### config.mk
export PLATFORM = sky130hd
export DESIGN_NAME = synth_prog_slave
export DESIGN_NICKNAME = d
export VERILOG_FILES = /design/src/rtl/synth_prog_pkg.sv /design/src/rtl/bus_line_sampler.sv /design/src/rtl/byte_link_fsm.sv /design/src/rtl/prog_reg_bank.sv /design/src/rtl/synth_prog_slave.sv
export SDC_FILE = /design/constraint.sdc
export NUM_CORES = 1
export LEC_CHECK = 0
export ABC_CLOCK_PERIOD_IN_PS = 5400
export BUFFER_PORTS_ARGS = -buffer_cell sky130_fd_sc_hd__buf_2
export CAP_MARGIN = 20
export CORE_AREA = 2 2 75 77
export DETAILED_ROUTE_END_ITERATION = 8
export DIE_AREA = 0 0 77 79
export PLACE_DENSITY = 0.75
export SKIP_CTS_REPAIR_TIMING = 1
export SLEW_MARGIN = 10
export SYNTH_ARGS = -nofsm -noshare
export SYNTH_HDL_FRONTEND = slang
export SYNTH_SLANG_ARGS = --single-unit
### constraint.sdc
create_clock -name clk -period 5.4 [get_ports clk]
set_input_delay 0.81 -clock clk [delete_from_list [all_inputs] [get_ports clk]]
set_output_delay 0.81 -clock clk [all_outputs]
set_load 0.05 [all_outputs]
### src/rtl/synth_prog_pkg.sv
package synth_prog_pkg;

    // Bus-side link states
    typedef enum logic [2:0] {
        LNK_IDLE,
        LNK_ADDR,
        LNK_ADDR_HIT,
        LNK_DATA,
        LNK_DATA_HIT,
        LNK_ACK,
        LNK_ACK_END,
        LNK_IGNORE
    } link_state_t;

    // Register-side pair tracking
    typedef enum logic [1:0] {
        PR_HEAD,
        PR_DIV_LO,
        PR_PORTS
    } pair_state_t;

    typedef struct packed {
        logic       cp_hi;
        logic [2:0] test_bits;
        logic [1:0] ref_sel;
        logic       tune_off;
    } ctrl_word_t;

    localparam int         BYTE_W     = 8;
    localparam int         CTRL_W     = $bits(ctrl_word_t);
    localparam ctrl_word_t CTRL_RESET = '{cp_hi: 1'b0, test_bits: 3'b001,
                                          ref_sel: 2'b00, tune_off: 1'b0};

endpackage

### src/rtl/bus_line_sampler.sv
module bus_line_sampler #(
    parameter int SYNC_STAGES = 2
) (
    input  logic clk,
    input  logic rst_n,
    input  logic scl_i,
    input  logic sda_i,
    output logic sda_s,
    output logic scl_rise,
    output logic scl_fall,
    output logic start_det,
    output logic stop_det
);

    localparam int TOP = SYNC_STAGES - 1;

    logic [TOP:0] scl_q;
    logic [TOP:0] sda_q;
    logic         scl_p;
    logic         sda_p;
    logic         scl_s;

    // Synchronizer chains, idle-high reset
    always_ff @(posedge clk or negedge rst_n) begin
        if (!rst_n) begin
            scl_q <= '1;
            sda_q <= '1;
            scl_p <= 1'b1;
            sda_p <= 1'b1;
        end else begin
            scl_q <= {scl_q[TOP-1:0], scl_i};
            sda_q <= {sda_q[TOP-1:0], sda_i};
            scl_p <= scl_q[TOP];
            sda_p <= sda_q[TOP];
        end
    end

    assign scl_s     = scl_q[TOP];
    assign sda_s     = sda_q[TOP];
    assign scl_rise  = scl_s & ~scl_p;
    assign scl_fall  = ~scl_s & scl_p;
    // Data edges while clock stays high mark frame boundaries
    assign start_det = scl_s & scl_p & sda_p & ~sda_s;
    assign stop_det  = scl_s & scl_p & ~sda_p & sda_s;

endmodule

### src/rtl/byte_link_fsm.sv
module byte_link_fsm
    import synth_prog_pkg::*;
#(
    parameter logic [4:0] ADDR_PREFIX = 5'b11000
) (
    input  logic              clk,
    input  logic              rst_n,
    input  logic              sda_s,
    input  logic              scl_rise,
    input  logic              scl_fall,
    input  logic              start_det,
    input  logic              stop_det,
    input  logic [1:0]        addr_sel,
    output logic              sda_oe,
    output logic              byte_stb,
    output logic [BYTE_W-1:0] byte_data
);

    localparam int CNT_W = $clog2(BYTE_W);
    localparam logic [CNT_W-1:0] LAST_BIT = CNT_W'(BYTE_W - 1);

    link_state_t       state_q, state_d;
    logic [CNT_W-1:0]  bit_cnt;
    logic [BYTE_W-2:0] shreg;
    logic [BYTE_W-1:0] rx_word;
    logic              last_edge;
    logic              addr_ok;

    assign rx_word   = {shreg, sda_s};
    assign last_edge = scl_rise && (bit_cnt == LAST_BIT);
    assign addr_ok   = (rx_word == {ADDR_PREFIX, addr_sel, 1'b0});

    // Next-state logic
    always_comb begin
        state_d = state_q;
        unique case (state_q)
            LNK_IDLE:     state_d = LNK_IDLE;
            LNK_ADDR:     if (last_edge) state_d = addr_ok ? LNK_ADDR_HIT : LNK_IGNORE;
            LNK_ADDR_HIT: if (scl_fall)  state_d = LNK_ACK;
            LNK_DATA:     if (last_edge) state_d = LNK_DATA_HIT;
            LNK_DATA_HIT: if (scl_fall)  state_d = LNK_ACK;
            LNK_ACK:      if (scl_rise)  state_d = LNK_ACK_END;
            LNK_ACK_END:  if (scl_fall)  state_d = LNK_DATA;
            LNK_IGNORE:   state_d = LNK_IGNORE;
        endcase
        if (start_det) begin
            state_d = LNK_ADDR;
        end else if (stop_det) begin
            state_d = LNK_IDLE;
        end
    end

    // State register with bit counter and shifter
    always_ff @(posedge clk or negedge rst_n) begin
        if (!rst_n) begin
            state_q <= LNK_IDLE;
            bit_cnt <= '0;
            shreg   <= '0;
        end else begin
            state_q <= state_d;
            if (start_det || state_q == LNK_ACK_END) begin
                bit_cnt <= '0;
            end else if (scl_rise && (state_q == LNK_ADDR || state_q == LNK_DATA)) begin
                bit_cnt <= bit_cnt + 1'b1;
                shreg   <= rx_word[BYTE_W-2:0];
            end
        end
    end

    // Output register
    always_ff @(posedge clk or negedge rst_n) begin
        if (!rst_n) begin
            sda_oe    <= 1'b0;
            byte_stb  <= 1'b0;
            byte_data <= '0;
        end else begin
            sda_oe   <= (state_d == LNK_ACK) || (state_d == LNK_ACK_END);
            byte_stb <= (state_q == LNK_DATA) && last_edge && !start_det && !stop_det;
            if ((state_q == LNK_DATA) && last_edge) begin
                byte_data <= rx_word;
            end
        end
    end

endmodule

### src/rtl/prog_reg_bank.sv
module prog_reg_bank
    import synth_prog_pkg::*;
#(
    parameter int PORT_DC_BIT = 3
) (
    input  logic                clk,
    input  logic                rst_n,
    input  logic                frame_reset,
    input  logic                byte_stb,
    input  logic [BYTE_W-1:0]   byte_data,
    output logic [2*BYTE_W-2:0] div_ratio,
    output ctrl_word_t          ctrl_q,
    output logic [BYTE_W-1:0]   port_bits
);

    localparam int HI_W = BYTE_W - 1;

    pair_state_t       pair_q, pair_d;
    logic [HI_W-1:0]   stage_q;
    logic [BYTE_W-1:0] port_masked;
    logic              head_is_ctrl;

    assign head_is_ctrl = byte_data[BYTE_W-1];

    // Port byte with the unused bit cleared
    for (genvar i = 0; i < BYTE_W; i++) begin : g_port_mask
        if (i == PORT_DC_BIT) begin : g_dc
            assign port_masked[i] = 1'b0;
        end else begin : g_pass
            assign port_masked[i] = byte_data[i];
        end
    end

    always_comb begin
        pair_d = pair_q;
        if (frame_reset) begin
            pair_d = PR_HEAD;
        end else if (byte_stb) begin
            unique case (pair_q)
                PR_HEAD:   pair_d = head_is_ctrl ? PR_PORTS : PR_DIV_LO;
                PR_DIV_LO: pair_d = PR_HEAD;
                PR_PORTS:  pair_d = PR_HEAD;
                default:   pair_d = PR_HEAD;
            endcase
        end
    end

    // Pair state register and staging byte
    always_ff @(posedge clk or negedge rst_n) begin
        if (!rst_n) begin
            pair_q  <= PR_HEAD;
            stage_q <= '0;
        end else begin
            pair_q <= pair_d;
            if (frame_reset) begin
                stage_q <= '0;
            end else if (byte_stb && pair_q == PR_HEAD && !head_is_ctrl) begin
                stage_q <= byte_data[HI_W-1:0];
            end
        end
    end

    // Committed outputs
    always_ff @(posedge clk or negedge rst_n) begin
        if (!rst_n) begin
            div_ratio <= '0;
            ctrl_q    <= CTRL_RESET;
            port_bits <= '0;
        end else if (byte_stb && !frame_reset) begin
            unique case (pair_q)
                PR_HEAD:   if (head_is_ctrl) ctrl_q <= ctrl_word_t'(byte_data[CTRL_W-1:0]);
                PR_DIV_LO: div_ratio <= {stage_q, byte_data};
                PR_PORTS:  port_bits <= port_masked;
                default:   ;
            endcase
        end
    end

endmodule

### src/rtl/synth_prog_slave.sv
module synth_prog_slave
    import synth_prog_pkg::*;
#(
    parameter int         SYNC_STAGES = 2,
    parameter logic [4:0] ADDR_PREFIX = 5'b11000,
    parameter int         PORT_DC_BIT = 3
) (
    input  logic        clk,
    input  logic        rst_n,
    input  logic        scl_i,
    input  logic        sda_i,
    output logic        sda_oe,
    input  logic [1:0]  addr_sel,
    output logic [14:0] div_ratio,
    output logic        cp_hi,
    output logic [2:0]  test_bits,
    output logic [1:0]  ref_sel,
    output logic        tune_off,
    output logic [7:0]  port_bits
);

    logic              sda_s;
    logic              scl_rise;
    logic              scl_fall;
    logic              start_det;
    logic              stop_det;
    logic              byte_stb;
    logic [BYTE_W-1:0] byte_data;
    ctrl_word_t        ctrl_q;

    bus_line_sampler #(.SYNC_STAGES(SYNC_STAGES)) i_sampler (
        .clk       (clk),
        .rst_n     (rst_n),
        .scl_i     (scl_i),
        .sda_i     (sda_i),
        .sda_s     (sda_s),
        .scl_rise  (scl_rise),
        .scl_fall  (scl_fall),
        .start_det (start_det),
        .stop_det  (stop_det)
    );

    byte_link_fsm #(.ADDR_PREFIX(ADDR_PREFIX)) i_link (
        .clk       (clk),
        .rst_n     (rst_n),
        .sda_s     (sda_s),
        .scl_rise  (scl_rise),
        .scl_fall  (scl_fall),
        .start_det (start_det),
        .stop_det  (stop_det),
        .addr_sel  (addr_sel),
        .sda_oe    (sda_oe),
        .byte_stb  (byte_stb),
        .byte_data (byte_data)
    );

    prog_reg_bank #(.PORT_DC_BIT(PORT_DC_BIT)) i_bank (
        .clk         (clk),
        .rst_n       (rst_n),
        .frame_reset (start_det | stop_det),
        .byte_stb    (byte_stb),
        .byte_data   (byte_data),
        .div_ratio   (div_ratio),
        .ctrl_q      (ctrl_q),
        .port_bits   (port_bits)
    );

    assign cp_hi     = ctrl_q.cp_hi;
    assign test_bits = ctrl_q.test_bits;
    assign ref_sel   = ctrl_q.ref_sel;
    assign tune_off  = ctrl_q.tune_off;

endmodule

==> reports/qor.csv, run 1 <==
metric,value,unit
status,finished clean,
critPathBufInv,0,
dpl_cell_area,0.002945,mm^2
core_area,0.005338,mm^2
register_area,0.001685,mm^2
peakVddDrop,0.2010,mV
p_leak,1.607,nW
cts.clk_slew.worst_paths,0.07,ns
cts-root-buf,clkbuf_8,
die_x,77,um
syn_inst,200,
finalCritPeriodShare,43.24,%
synth_top_area_share,55.35,%
cp_cell_sequence,nand2b_1 -> nor2_1 -> nand3_1 -> mux2_2,
hpwlAfterDp,3299,um
hold_class,reg2reg,
synthFlopType,dfrtp_1,
synth_area_leaders,"dfrtp_1 55%, mux2_2 19%, dfstp_2 6.8%",
io_pins,37,
routed_wl,4842,um
grt_pass1_wl,8280,um
yosysWarnings,0,
nNetsFinal,248,
ys_async_sr_fraction,100.0,%
setup_tns,0,ns
routabilityCongestion,0.9069,
finalClockSkew,0.009146,ns
critPathKind,reg2reg,
gr-usage-all-layers,18.12,%
rows,27,
htree_levels,3,
worstSetupEndpointType,flop,
rsz0062_at_grt,no,
final_hold_viol_count,0,
antenna_found_initial,0,
relSlewSlack,46.24,%
yosys.area.top_type,dfrtp_1,
worst_slack,3.065,ns
cp_slowest_stage_delay,0.61,ns
r2r_cells,4,
tightest_slew,0.8064,ns
preCtsSetupSlack,3.027,ns
powerDensity,361.0,mW/mm^2
grt_start_max_net_pins,68,
critPathArrivalTime,2.57,ns
initial_core_util,50.82,%
syn_nets,208,
critPathRequiredTime,5.63,ns
cts_tree,done,
final.min_clock_period,2.335,ns
cts_buffers,9,
multi_input_area,968.4,um^2
hold_ws,0.3575,ns
drive_gt1_share,43.27,%
drv_slew,0,
vias,1695,
routedWlPerCell,15.27,um
io_buffers,35,
cp.depth,4,
ys_seq_area_share,62.13,%
grt_pass1_vias,1698,
die_h,79,um
design_area,0.003162,mm^2
ys_ff_latch,67,
drv_cap,0,
drtIter0Drc,73,
path_delay_family,simple AND/OR/NAND/NOR gates,
hold_path_depth,0,
synth_edf_count,0,
remaining_drc_errors,0,
fillCellCount,453,
drt-vias-per-instance,5.347,
final_core_util,59.24,%
crit_fanout,11,
firstDrtPassIters,4,
cp-start-kind,flop,
setup_viol_count_final,0,
worstSkewPairLatency,0.35,ns
overflow,0,
synthesis.area,0.002713,mm^2
critPathSlowestCell,dfstp_2,
clock_sinks,67,
clockBufferDepth,2,
fmax,428.3,MHz
ys_types,37,
area.growth.synth_to_final,16.56,%
synth.avg_cell_area,13.56,um^2
final_antenna_net_count,0,
diodes,0,
die_area,0.006083,mm^2
==> logic make-up after synthesis <==
logic type | count (synthesis) | synth area share (%)
fa+ha+maj | 2 | 0.9224
mux | 45 | 18.68
simple gates | 46 | 9.041
flops | 67 | 62.13
buf+inv | 12 | 2.168
xor+xnor | 5 | 1.614
other cells | 1 | 0.1382
compound gates | 22 | 5.305
==> metrics by stage <==
step | power, mW | instances
final | 1.141 | 317
after global routing | 1.195 | 317
after CTS | 1.155 | 317
after detailed placement | 0.6987 | 301
after global placement | 0.6951 | 301
after floorplan | 0.6623 | 200
==> cell usage in the layout, fill, tap and decap left out, types with 2 or more instances in the layout <==
cell and count:
nand3b_1 2, inv_1 5, nand2_1 21, ha_1 2, o32ai_1 2, clkinvlp_4 2
bufinv_16 2, mux2_2 45, nand2b_1 3, a21oi_1 10, dfrtp_1 60, and3_1 2
nor2b_1 3, xor2_1 4, a22o_1 2, buf_2 35, nand3_1 5, dfstp_2 7
clkbuf_8 9, o21ai_0 3, nor2_1 2
==> path summary, 6_finish.rpt <==
path                                         startpoint                                to  slack (ns)
max                        i_sampler.scl_q[1]$_DFF_PN1_   i_link.byte_data[1]$_DFFE_PN0P_        3.07
min                        i_sampler.scl_q[0]$_DFF_PN1_      i_sampler.scl_q[1]$_DFF_PN1_        0.36
max reg2reg                i_sampler.scl_q[1]$_DFF_PN1_   i_link.byte_data[1]$_DFFE_PN0P_        3.07
min reg2reg                i_sampler.scl_q[0]$_DFF_PN1_      i_sampler.scl_q[1]$_DFF_PN1_        0.36
max in group asynchronous                         rst_n  i_bank.div_ratio[12]$_DFFE_PN0P_        4.24
min in group asynchronous                         rst_n   i_bank.port_bits[6]$_DFFE_PN0P_        0.64
==> registers in the layout, summed over array words and instances (netlist names) <==
register	count
i_bank.div_ratio	15
i_link.byte_data	8
i_bank.ctrl_q	7
i_bank.port_bits	7
i_bank.stage_q	7
i_link.shreg	7
i_link.bit_cnt	3
i_link.state_q	3
i_bank.pair_q	2
i_sampler.scl_q	2
i_sampler.sda_q	2
i_link.byte_stb	1
i_link.sda_oe	1
i_sampler.scl_p	1
i_sampler.sda_p	1
==> synthesized netlist by cell type (2+ instances only) <==
master	number
mux2_2	45
ha_1	2
nor2b_1	3
and3_1	2
clkbuf_1	2
inv_1	5
xor2_1	4
nor2_1	2
dfstp_2	7
nand2_1	21
nand3_1	5
nand3b_1	2
a22o_1	2
o21ai_0	3
nand2b_1	3
a21oi_1	10
dfrtp_1	60
buf_2	2
o32ai_1	2
==> where the power goes <==
| group | internal (mW) | leakage [nW] | switching (mW) |
|---|---|---|---|
| registers | 0.545 | 0.889 | 0.0384 |
| logic | 0.0523 | 0.615 | 0.0533 |
| clock network | 0.261 | 0.103 | 0.192 |
| total | 0.858 | 1.61 | 0.284 |
==> routing by layer <==
layer / wire, um / share of wire, % / GRT usage, %
met1: 2202 / 45 / 23.14
met4: 142 / 2.9 / 11.79
met3: 187 / 3.9 / 4.773
met2: 2309 / 48 / 27.54
met5: 0 / 0 / 0
==> final cells by class <==
type | count | share of cell area [%]
clock buffers | 10 | 4.036
repair buffers | 36 | 5.778
multi-input cells | 121 | 30.63
well taps | 72 | 2.849
inverters | 5 | 0.5936
clock inverters | 6 | 2.810
flip-flops and latches | 67 | 53.30
Power figures use the tool's default switching activity.
==> inputs of run 2 (changes only) <==
--- a/config.mk
+++ b/config.mk
@@ -5,7 +5,7 @@
 export SDC_FILE = /design/constraint.sdc
 export NUM_CORES = 1
 export LEC_CHECK = 0
-export ABC_CLOCK_PERIOD_IN_PS = 5400
+export ABC_CLOCK_PERIOD_IN_PS = 2200
 export BUFFER_PORTS_ARGS = -buffer_cell sky130_fd_sc_hd__buf_2
 export CAP_MARGIN = 20
 export CORE_AREA = 2 2 75 77
==> constraint.sdc (replaced) <==
create_clock -name clk -period 2.2 [get_ports clk]
set_input_delay 0.33 -clock clk [delete_from_list [all_inputs] [get_ports clk]]
set_output_delay 0.33 -clock clk [all_outputs]
set_load 0.05 [all_outputs]
==> run 2 against run 1 <==
- the run now ends with hold timing left
- sequential cell count did not move
- combinational power rose by 150%
- routed wire length is 3.7% lower
- worst hold slack got worse by 0.37 ns
- clock skew about the same
- critical path depth did not move
- non-clock buffer count is 1 higher
- total power grew 130%
==> reports/qor.csv, run 2 (synthesis results as in run 1) <==
metric,value,unit,change
status,"finished, violations left",,
violations,hold timing,,
critPathRequiredTime,2.42,ns,-3.21 ns
hpwlAfterDp,3146,um,-4.7%
grt_start_max_net_pins,68,,unchanged
reg_top3,"i_bank.div_ratio (15), i_link.byte_data (8)",,
remaining_drc_errors,0,,unchanged
p_sw,675.7,uW,+140%
setup_viol_count_final,0,,unchanged
peakVddDrop,0.5287,mV,+160%
rows,27,,unchanged
cts_buffers,9,,unchanged
crit_fanout,15,,+4
largest_register,i_bank.div_ratio,,
multi_input_area,968.4,um^2,unchanged
cts-root-buf,clkbuf_8,,
overflow,0,,unchanged
diodes,0,,unchanged
cts.clk_slew.worst_paths,0.07,ns,about the same
top_layer,met4,,
largest_register_ff_count,15,,unchanged
final_antenna_net_count,0,,unchanged
gr-usage-all-layers,16.89,%,-1.2 points
switching_share,25.24,%,+0.38 points
drt-vias-per-instance,5.286,,-1.1%
vias,1681,,-0.83%
critPathKind,reg2reg,,
grt_pass1_wl,7831,um,-5.4%
powerDensity,846.0,mW/mm^2,+130%
clock_sinks,67,,unchanged
p_leak,1.611,nW,+0.28%
cp_cell_sequence,xor2_1 -> nand3_2 -> and4b_1 -> mux2_2,,
relSlewSlack,55.73,%,+9.5 points
fmax,494.9,MHz,+16%
core_area,0.005338,mm^2,unchanged
dpl_cell_area,0.002965,mm^2,+0.68%
internal-power,2.001,mW,+130%
clockBufferDepth,2,,unchanged
hold_class,in2async,,
finalClockSkew,0.009552,ns,+0.0004062 ns
setup_tns,0,ns,unchanged
grt_pass1_vias,1648,,-2.9%
io_pins,37,,unchanged
worstSetupEndpointType,flop,,
routabilityCongestion,0.8250,,-9.0%
fillCellCount,454,,+0.22%
critPathArrivalTime,2.24,ns,-0.33 ns
design_area,0.003164,mm^2,about the same
tightest_slew,0.6636,ns,-0.1427 ns
placedCellCount,302,,+0.33%
finalCritPeriodShare,91.85,%,+49 points
die_x,77,um,unchanged
final_hold_viol_count,1,,+1
firstDrtPassIters,4,,unchanged
rsz0062_at_grt,no,,
nNetsFinal,249,,+0.40%
critPathBufInv,0,,unchanged
area.growth.synth_to_final,16.65,%,about the same
cp_slowest_stage_delay,0.65,ns,+0.04 ns
antenna_found_initial,0,,unchanged
drtIter0Drc,106,,+45%
cts_tree,done,,
path_delay_family,simple AND/OR/NAND/NOR gates,,
seqPwrFrac,53.3,%,+2.2 points
cp-start-kind,flop,,
layout_common_cells,"60 x dfrtp_1, 45 x mux2_2, 35 x buf_2",,
dr_wl_met2,2157,um,-6.6%
routedWlPerCell,14.66,um,-4.0%
final_cells,318,,+0.32%
worstSkewPairLatency,0.34,ns,about the same
die_h,79,um,unchanged
combPwrFrac,9.9,%,+0.6 points
die_area,0.006083,mm^2,unchanged
io_buffers,35,,unchanged
layout_commonest_cell,dfrtp_1,,
drive_gt1_share,43.90,%,+0.64 points
drv_cap,0,,unchanged
register_area,0.001685,mm^2,unchanged
wl_met3,214,um,+14%
initial_core_util,50.82,%,unchanged
met1_length,2177,um,-1.1%
routed_wl,4662,um,-3.7%
critPathSlowestCell,and4b_1,,
clkPwrFrac,36.8,%,-2.9 points
htree_levels,3,,unchanged
hold_ws,-0.009592,ns,-0.3671 ns
final.min_clock_period,2.021,ns,-0.3143 ns
drv_slew,0,,unchanged
==> run 2: cell types whose count changed in the layout (fill, tap and decap cells not counted) <==
cell / change
inv_6: -1
clkbuf_1: -1
bufinv_16: -2
buf_12: +1
clkbuf_8: +4
==> run 2: worst paths after layout <==
kind	startpoint	to	slack (ns)	cells after the start
setup / recovery	i_sampler.sda_q[1]$_DFF_PN1_	i_bank.div_ratio[5]$_DFFE_PN0P_	0.18	4
hold / removal	rst_n	i_bank.port_bits[1]$_DFFE_PN0P_	-0.01	2
setup reg to reg	i_sampler.sda_q[1]$_DFF_PN1_	i_bank.div_ratio[5]$_DFFE_PN0P_	0.18	4
hold reg to reg	i_sampler.sda_q[0]$_DFF_PN1_	i_sampler.sda_q[1]$_DFF_PN1_	0.36	0
max in group asynchronous	rst_n	i_bank.ctrl_q[3]$_DFFE_PN1P_	1.88	2
min in group clk	sda_i	i_sampler.sda_q[0]$_DFF_PN1_	0.08	1
==> run 2: worst reg2reg max path, stage by stage (launching register included) <==
cell     delay, ns
dfstp_2       0.60
xor2_1        0.11
nand3_2       0.13
and4b_1       0.65
mux2_2        0.41
==> run 2: cell type report <==
class,instances,share of cell area (%)
clock buffer,13,5.654
inverter,5,0.5931
timing repair buffer,37,6.406
sequential,67,53.26
tap,72,2.847
multi-input combinational,121,30.61
clock inverter,3,0.6327
==> run 2: power groups by stage <==
stage	clock network, mW	registers, mW	logic (mW)
2_1_floorplan	0	1.43	0.197
3_3_place_gp	0	1.45	0.259
6_report	0.984	1.43	0.265
5_1_grt	1.06	1.44	0.299
4_1_cts	1.01	1.43	0.269
3_5_place_dp	0	1.45	0.266
==> run 2: through the flow <==
stage	util, %	hold slack (ns)	power, mW	worst slack (ns)
after floorplan	-	0.03441	1.626	0.4312
after global placement	55.56	0.3455	1.707	0.2061
after detailed placement	55.56	0.3469	1.716	0.1753
after CTS	59.28	0.005044	2.710	0.1509
after global routing	59.28	0.03039	2.800	0.09949
final	59.28	-0.009592	2.677	0.1793
==> run 2: per-layer routing <==
layer | vias up | track usage, %
met3 | 12 | 5.000
met4 | 0 | 9.107
met2 | 50 | 25.61
li1 | 782 | -
met1 | 837 | 22.06
met5 | - | 0
==> inputs of run 3 (changes only) <==
--- a/config.mk
+++ b/config.mk
@@ -5,13 +5,14 @@
 export SDC_FILE = /design/constraint.sdc
 export NUM_CORES = 1
 export LEC_CHECK = 0
+export ABC_AREA = 1
 export ABC_CLOCK_PERIOD_IN_PS = 2200
 export BUFFER_PORTS_ARGS = -buffer_cell sky130_fd_sc_hd__buf_2
 export CAP_MARGIN = 20
-export CORE_AREA = 2 2 75 77
+export CORE_AREA = 2 2 76 78
 export DETAILED_ROUTE_END_ITERATION = 8
-export DIE_AREA = 0 0 77 79
-export PLACE_DENSITY = 0.75
+export DIE_AREA = 0 0 78 80
+export PLACE_DENSITY = 0.74
 export SKIP_CTS_REPAIR_TIMING = 1
 export SLEW_MARGIN = 10
 export SYNTH_ARGS = -nofsm -noshare
==> run 3 against run 2 <==
- worst hold slack improved by 0.017 ns
- non-clock buffer count is the same
- critical path depth rose by 2
- the flow now finishes without violations
- via count rose by 20%
- sequential share of layout area grew 0.17 points
- critical path type unchanged
- clock power down 13%
- cell count rose by 28%
==> reports/qor.csv, run 3 <==
metric,value,unit,change
status,finished clean,,
rows,27,,unchanged
cts_tree,done,,
routed_wl,5080,um,+9.0%
synth_top_area_share,54.03,%,-1.3 points
yosysWarnings,0,,unchanged
worstSetupEndpointType,flop,,
routedWlPerCell,12.45,um,-15%
placedCellCount,393,,+30%
overflow,0,,unchanged
reg_top3,"i_bank.div_ratio (15), i_link.byte_data (8)",,
ys_seq_area_share,60.65,%,-1.5 points
drtIter0Drc,130,,+23%
critPathArrivalTime,2.06,ns,-0.18 ns
drt-vias-per-instance,4.929,,-6.8%
hold_ws,0.007727,ns,+0.01732 ns
die_x,78,um,+1.3%
hold_class,in2async,,
final.min_clock_period,1.857,ns,-0.1639 ns
drv_cap,0,,unchanged
core_area,0.005405,mm^2,+1.3%
synth.cells.most_frequent,"80 x nand2_1, 60 x dfrtp_1, 37 x inv_1",,
final_antenna_net_count,0,,unchanged
grt_start_max_net_pins,68,,unchanged
remaining_drc_errors,0,,unchanged
setup_viol_count_final,0,,unchanged
synth_area_leaders,"dfrtp_1 54%, nand2_1 11%, dfstp_2 6.6%",,
finalClockSkew,0.007479,ns,-0.002072 ns
syn_inst,293,,+47%
die_area,0.006240,mm^2,+2.6%
design_area,0.003154,mm^2,-0.32%
ys_async_sr_fraction,100.0,%,unchanged
hpwlAfterDp,3568,um,+13%
synth.avg_cell_area,9.484,um^2,-30%
cts-root-buf,clkbuf_8,,
routabilityCongestion,0.8334,,+1.0%
preCtsSetupSlack,0.3059,ns,+0.1306 ns
layout_common_cells,"80 x nand2_1, 60 x dfrtp_1, 37 x inv_1",,
clockBufferDepth,2,,unchanged
layout_commonest_cell,nand2_1,,
worst_slack,0.3432,ns,+0.1639 ns
ys_ff_latch,67,,unchanged
io_buffers,35,,unchanged
powerDensity,798.6,mW/mm^2,-5.6%
area.growth.synth_to_final,13.51,%,
critPathKind,reg2reg,,
cp-start-kind,flop,,
largest_register,i_bank.div_ratio,,
yosys.area.top_type,dfrtp_1,,
peakVddDrop,0.6491,mV,+23%
htree_levels,3,,unchanged
fillCellCount,509,,+12%
drv_slew,0,,unchanged
io_pins,37,,unchanged
drive_gt1_share,20.24,%,-24 points
critPathRequiredTime,2.40,ns,-0.02 ns
nNetsFinal,340,,+37%
initial_core_util,51.41,%,+0.59 points
cts.clk_slew.worst_paths,0.07,ns,about the same
p_leak,1.572,nW,-2.5%
final_cells,408,,+28%
die_h,80,um,+1.3%
synthFlopType,dfrtp_1,,
ys_types,26,,-30%
synth_edf_count,0,,unchanged
gr-usage-all-layers,19.02,%,+2.1 points
synthesis.area,0.002779,mm^2,+2.4%
firstDrtPassIters,4,,unchanged
finalCritPeriodShare,84.40,%,-7.4 points
vias,2011,,+20%
syn_nets,301,,+45%
rsz0062_at_grt,no,,
diodes,0,,unchanged
antenna_found_initial,0,,unchanged
crit_fanout,30,,+15
clock_sinks,67,,unchanged
synth.most_common_cell,nand2_1,,
dpl_cell_area,0.002993,mm^2,+0.93%
grt_pass1_wl,9080,um,+16%
grt_pass1_vias,1985,,+20%
largest_register_ff_count,15,,unchanged
fmax,538.6,MHz,+8.8%
setup_tns,0,ns,unchanged
worstSkewPairLatency,0.33,ns,about the same
final_hold_viol_count,0,,-1
cts_buffers,9,,unchanged
## run 3: cell types whose count changed after synthesis, sizes merged, moves of 4 or more
| cell | delta |
|---|---|
| nor3 | +4 |
| nor2 | +15 |
| a21oi | -8 |
| inv | +34 |
| mux2 | -45 |
| xor2 | -4 |
| o22ai | +6 |
| nand2 | +61 |
| o21ai | +45 |
| nand4 | +6 |
## run 3: where the power goes
part / total [mW] / internal (mW) / leakage, nW / switching, mW
combinational: 0.260 / 0.0947 / 0.592 / 0.165
sequential: 1.41 / 1.33 / 0.901 / 0.0769
clock: 0.853 / 0.433 / 0.0795 / 0.420
total: 2.52 / 1.86 / 1.57 / 0.662
## run 3: final cells by class
type	instances	area, um^2	share of cell area [%]
clock inverter	2	12.51	0.3967
timing repair buffer	37	202.7	6.426
inverter	39	146.4	4.641
clock buffer	13	148.9	4.720
tap	72	90.09	2.856
multi-input combinational	178	868.3	27.53
sequential	67	1685	53.43
## run 3: logic make-up after synthesis
group / synth area share (%)
AO/OA/AOI/OAI: 12.11
adder cells (fa/ha/maj): 0.9004
buffers and inverters: 8.104
flip-flops: 60.65
other: 0.1349
AND/OR/NAND/NOR: 18.10
## run 3: final timing paths
| path | from | slack [ns] | cells past startpoint | to |
|---|---|---|---|---|
| max in group asynchronous | rst_n | 1.87 | 2 | i_bank.ctrl_q[3]$_DFFE_PN1P_ |
| max reg2reg | i_sampler.sda_p$_DFF_PN1_ | 0.34 | 6 | i_bank.div_ratio[0]$_DFFE_PN0P_ |
| min | rst_n | 0.008 | 2 | i_bank.div_ratio[5]$_DFFE_PN0P_ |
| min reg2reg | i_sampler.sda_q[0]$_DFF_PN1_ | 0.35 | 0 | i_sampler.sda_q[1]$_DFF_PN1_ |
| max | i_sampler.sda_p$_DFF_PN1_ | 0.34 | 6 | i_bank.div_ratio[0]$_DFFE_PN0P_ |
| min in group clk | scl_i | 0.09 | 1 | i_sampler.scl_q[0]$_DFF_PN1_ |
## run 3: through the flow
| stage | util (%) | total power [mW] |
|---|---|---|
| floorplan | - | 1.600 |
| global placement | 55.37 | 1.673 |
| detailed placement | 55.37 | 1.691 |
| CTS | 58.36 | 2.543 |
| global route | 58.36 | 2.667 |
| finish | 58.36 | 2.519 |
## run 3: worst max-delay path: stages (launching register included)
cell     delay (ns)
dfstp_2        0.53
inv_1          0.05
nand4_1        0.11
and2_1         0.38
nand4_4        0.40
nand2_1        0.18
o21ai_1        0.08
## run 3: per-layer routing
metal  global-route usage [%]  share of wire, %
met1                    25.71                48
met2                    28.97                47
met3                    5.090               3.7
met4                    8.421               1.2
met5                        0                 0
